File: config.mk
export PLATFORM = sky130hd
export DESIGN_NAME = acq_scale_monitor
export DESIGN_NICKNAME = d
export VERILOG_FILES = /design/src/rtl/acq_scale_monitor.sv
export SDC_FILE = /design/constraint.sdc
export NUM_CORES = 1
export LEC_CHECK = 0
export BUFFER_PORTS_ARGS = -buffer_cell sky130_fd_sc_hd__clkbuf_2
export CAP_MARGIN = 10
export CORE_MARGIN = 2
export CORE_UTILIZATION = 48
export DETAILED_ROUTE_END_ITERATION = 7
export PLACE_DENSITY = 0.86
export SLEW_MARGIN = 15
export SYNTH_ARGS = -nofsm -noshare
export SYNTH_HDL_FRONTEND = slang
export SYNTH_SLANG_ARGS = --single-unit
File: constraint.sdc
create_clock -name clk -period 2.2 [get_ports clk]
set_clock_uncertainty 0.2 [all_clocks]
set_input_delay 0.22 -clock clk [delete_from_list [all_inputs] [get_ports clk]]
set_output_delay 0.22 -clock clk [all_outputs]
set_load 0.005 [all_outputs]
File: src/rtl/acq_scale_monitor.sv
module acq_scale_monitor #(
  parameter int DW = 8
) (
  input  logic          clk,
  input  logic          rst_n,
  input  logic          gate,
  input  logic [1:0]    fn_sel,
  input  logic          smp_valid,
  input  logic [DW-1:0] smp_data,
  input  logic [2:0]    smp_chan,
  input  logic [DW-1:0] threshold,
  input  logic          alarm_clr,
  output logic [DW-1:0] dac_data,
  output logic [6:0]    seg,
  output logic          chan_req,
  output logic [2:0]    req_chan,
  output logic          alarm,
  output logic [2:0]    alarm_chan
);
  localparam logic [DW-1:0] FULL = {DW{1'b1}};

  logic          gate_q;
  logic [2:0]    disp_chan;
  logic [DW-1:0] scaled;
  logic          clear_now;
  logic          mon_hit;

  always_comb begin
    unique case (fn_sel)
      2'b01:   scaled = smp_data[DW-1] ? FULL : {smp_data[DW-2:0], 1'b0};
      2'b10:   scaled = {1'b0, smp_data[DW-1:1]};
      default: scaled = smp_data;
    endcase
  end

  assign clear_now = alarm_clr || (gate != gate_q);
  assign mon_hit   = !gate && smp_valid && !alarm;

  always_ff @(posedge clk) begin
    if (!rst_n) begin
      dac_data  <= '0;
      disp_chan <= '0;
    end else if (gate && smp_valid) begin
      dac_data  <= scaled;
      disp_chan <= smp_chan;
    end
  end

  always_ff @(posedge clk) begin
    if (!rst_n) begin
      gate_q     <= 1'b0;
      alarm      <= 1'b0;
      alarm_chan <= '0;
      req_chan   <= '0;
      chan_req   <= 1'b0;
    end else begin
      gate_q   <= gate;
      chan_req <= 1'b0;
      if (clear_now) begin
        alarm <= 1'b0;
      end else if (mon_hit) begin
        chan_req <= 1'b1;
        req_chan <= req_chan + 3'd1;
        if (smp_data > threshold) begin
          alarm      <= 1'b1;
          alarm_chan <= smp_chan;
        end
      end
    end
  end

  always_comb begin
    unique case (disp_chan)
      3'd0: seg = 7'h3F;
      3'd1: seg = 7'h06;
      3'd2: seg = 7'h5B;
      3'd3: seg = 7'h4F;
      3'd4: seg = 7'h66;
      3'd5: seg = 7'h6D;
      3'd6: seg = 7'h7D;
      default: seg = 7'h07;
    endcase
  end
endmodule


==> results_dict.tcl <==
set metrics [dict create \
    die_area_sq_mm 0.003039 \
    dieHeight_um 55.13 \
    synth_seq_cells 20 \
    num_vias 1195 \
    dp_hpwl_mm 2.083 \
    grt_max_degree 25 \
    critPathKind "primary input to register" \
    ir_drop_uv 471.4 \
    core_area_sq_mm 0.002477 \
    pwr-share-clk 0.232 \
    cts_tree "yes" \
    comb_power_share 0.238 \
    drtPass1Iterations 4 \
    finalHoldViolCount 0 \
    fin_crit_ns 2.058 \
    slew_violations 0 \
    clock_sinks 20 \
    clk_path_buf_depth 2 \
    hold_class "primary input to register" \
    power.density_mw_per_mm2 466.4 \
    startpoint_type "primary input" \
    grt.overflow.total 0 \
    grt_usage 0.1995 \
    pin_count 49 \
    netlist_area_sq_mm 0.001255 \
    setup_tns_ns 0 \
    yosysUniqueCellTypes 29 \
    crit_arrival_ns 2.10 \
    via_per_inst 5.000 \
    setup_viol 0 \
    cts_resized 0 \
    slew_headroom 0.7085 \
    fmax_mhz 485.8 \
    portBuffers 48 \
    synth.net_count 198 \
    ctsHoldBuffers 4 \
    insertedDiodeCount 0 \
    row_count 18 \
    p_leak_nw 0.7586 \
    rsz0062_at_grt "no" \
    status "completed" \
    die_x_um 55.13 \
    dp_cells 232 \
    clk_pin_slew_ns 0.10 \
    dpl_cell_area_sq_mm 0.001506 \
    postRouteAntennaNets 0 \
    worst_slack_ns 0.1416 \
    intPower_w 0.0005224 \
    wl_per_cell_um 10.93 \
    worst_slew_pin_slew_ns 0.4362 \
    drc 0 \
    clockRootBuffer "clkbuf_4" \
    maxCapViolCount 0 \
    place_congestion 0.8818 \
    start_util 0.5066 \
    netlist_instances 161 \
    drt_iter0_drc 21 \
    grt_pass1_wl_mm 4.353 \
    yosysSeqAreaShare 0.3190 \
    yosys_warnings 0 \
    multiInputGateArea_sq_um 779.5 \
    area_growth_pct 25.02 \
    postSynthAreaPerCell_sq_um 7.795 \
    dpl_worst_slack_ns 0.2654 \
    drive_gt1_frac 0.2679 \
    crit_required_ns 2.24 \
    cts_buffers 3 \
    grt_pass1_vias 1036 \
    crit_fanout 5 \
    seqPwrFrac 0.530 \
    switchingPower_w 0.0002094 \
    fill_cells 234 \
    htreeDepth 1 \
    totalWireLength_mm 2.613 \
    switching_share 0.2861 \
    finish.instance_area_sq_mm 0.001569 \
    cts_setup_buffers 0 \
    seq_area_sq_um 400.4 \
    instances_no_fill 239 \
    cp-end-kind "register" \
    antenna_found_initial 0 \
    period_share 0.9357 \
    nNetsFinal 248 \
    clkLatencyLatePin_ns 0.30 \
]
==> area by class of cell <==
type | instances | area share
Timing Repair Buffer | 52 | 0.1786
Inverter | 13 | 0.03110
Multi-Input combinational cell | 121 | 0.4968
Tap cell | 30 | 0.02392
Clock buffer | 3 | 0.01435
Sequential cell | 20 | 0.2552
==> sequential cells by signal (all words and copies together) (netlist names) <==
register and cells:
chan_req 1, alarm_chan 3, disp_chan 3, req_chan 3
alarm 1, gate_q 1, dac_data 8
==> synthesized netlist by cell type <==
cell / count / share of area
a211o_1: 1 / 0.0070
a21boi_0: 5 / 0.030
a21oi_1: 18 / 0.072
a221oi_1: 1 / 0.0070
and2_0: 1 / 0.0050
and2_1: 7 / 0.035
and2_2: 2 / 0.012
clkbuf_1: 7 / 0.021
dfxtp_1: 20 / 0.32
ha_1: 11 / 0.11
inv_1: 13 / 0.039
mux2i_1: 4 / 0.032
nand2_1: 34 / 0.10
nand2b_1: 1 / 0.0050
nand4_1: 1 / 0.0050
nand4b_1: 1 / 0.0070
nor2_1: 1 / 0.0030
nor2b_1: 2 / 0.010
nor3_4: 1 / 0.013
nor3b_1: 2 / 0.012
o211a_1: 2 / 0.016
o21a_4: 1 / 0.012
o21ai_0: 15 / 0.060
o221ai_1: 1 / 0.0070
o311ai_0: 1 / 0.0070
or3_1: 2 / 0.010
or3b_4: 1 / 0.0090
xnor2_1: 3 / 0.021
xor2_1: 2 / 0.014
==> power groups by stage <==
| stage | Clock, W | Combinational (W) | Sequential (W) |
|---|---|---|---|
| 2_1_floorplan | 0 | 0.000103 | 0.000393 |
| 3_3_place_gp | 0 | 0.000165 | 0.000396 |
| 3_5_place_dp | 0 | 0.000168 | 0.000396 |
| 4_1_cts | 0.000173 | 0.000174 | 0.000388 |
| 5_1_grt | 0.000190 | 0.000202 | 0.000390 |
| 6_report | 0.000170 | 0.000174 | 0.000388 |
==> metal layers <==
metal | track usage | wire (um) | vias to the layer above
met1 | 0.2533 | 1233 | 526
met5 | 0 | 0 | -
met3 | 0.05914 | 104 | 4
li1 | - | - | 644
met2 | 0.3294 | 1247 | 21
met4 | 0.05285 | 28 | 0
==> cells in the final DEF, fill, tap and decap left out, drive strengths merged, types with 2 or more instances in the layout <==
| cell | count |
|---|---|
| xor2 | 2 |
| mux2i | 4 |
| dfxtp | 20 |
| a21oi | 18 |
| xnor2 | 3 |
| dlygate4sd3 | 4 |
| or3 | 2 |
| nor2b | 2 |
| clkbuf | 51 |
| a21boi | 5 |
| inv | 13 |
| nand2 | 34 |
| ha | 11 |
| nor3b | 2 |
| o21ai | 15 |
| o211a | 2 |
| and2 | 10 |
==> through the flow <==
stage                 util  hold slack (ns)  total power [W]
finish              0.6333          0.07611        0.0007317
global route        0.6333           0.1039        0.0007825
CTS                 0.6333          0.07845        0.0007356
detailed placement  0.6081           0.2618        0.0005644
global placement    0.6081           0.2476        0.0005609
floorplan                -           0.1562        0.0004959
==> worst paths after layout <==
check	start	end	slack, ns	cells past startpoint
max	gate	alarm_chan[2]	0.14	7
min	alarm_clr	alarm	0.08	4
max reg2reg	gate_q	alarm_chan[2]	0.44	5
min reg2reg	alarm_chan[0]	alarm_chan[0]	0.27	2
==> cells by family (layout without fill, tap and decap cells) <==
kind of cell | after synthesis | after routing | synth area share
compound gates | 45 | 45 | 0.2174
buf+inv | 20 | 68 | 0.05983
xor+xnor | 5 | 5 | 0.03490
simple gates | 56 | 56 | 0.2273
fa+ha+maj | 11 | 11 | 0.1097
flops | 20 | 20 | 0.3190
mux | 4 | 4 | 0.03191
==> critical path, cell delays in order <==
cell	delay, ns
dlygate4sd3_1	0.54
clkbuf_2	0.15
or3b_4	0.42
nor3_4	0.23
o211a_1	0.21
o21a_4	0.15
mux2i_1	0.19
No activity file was read; power rests on OpenSTA's default activity.
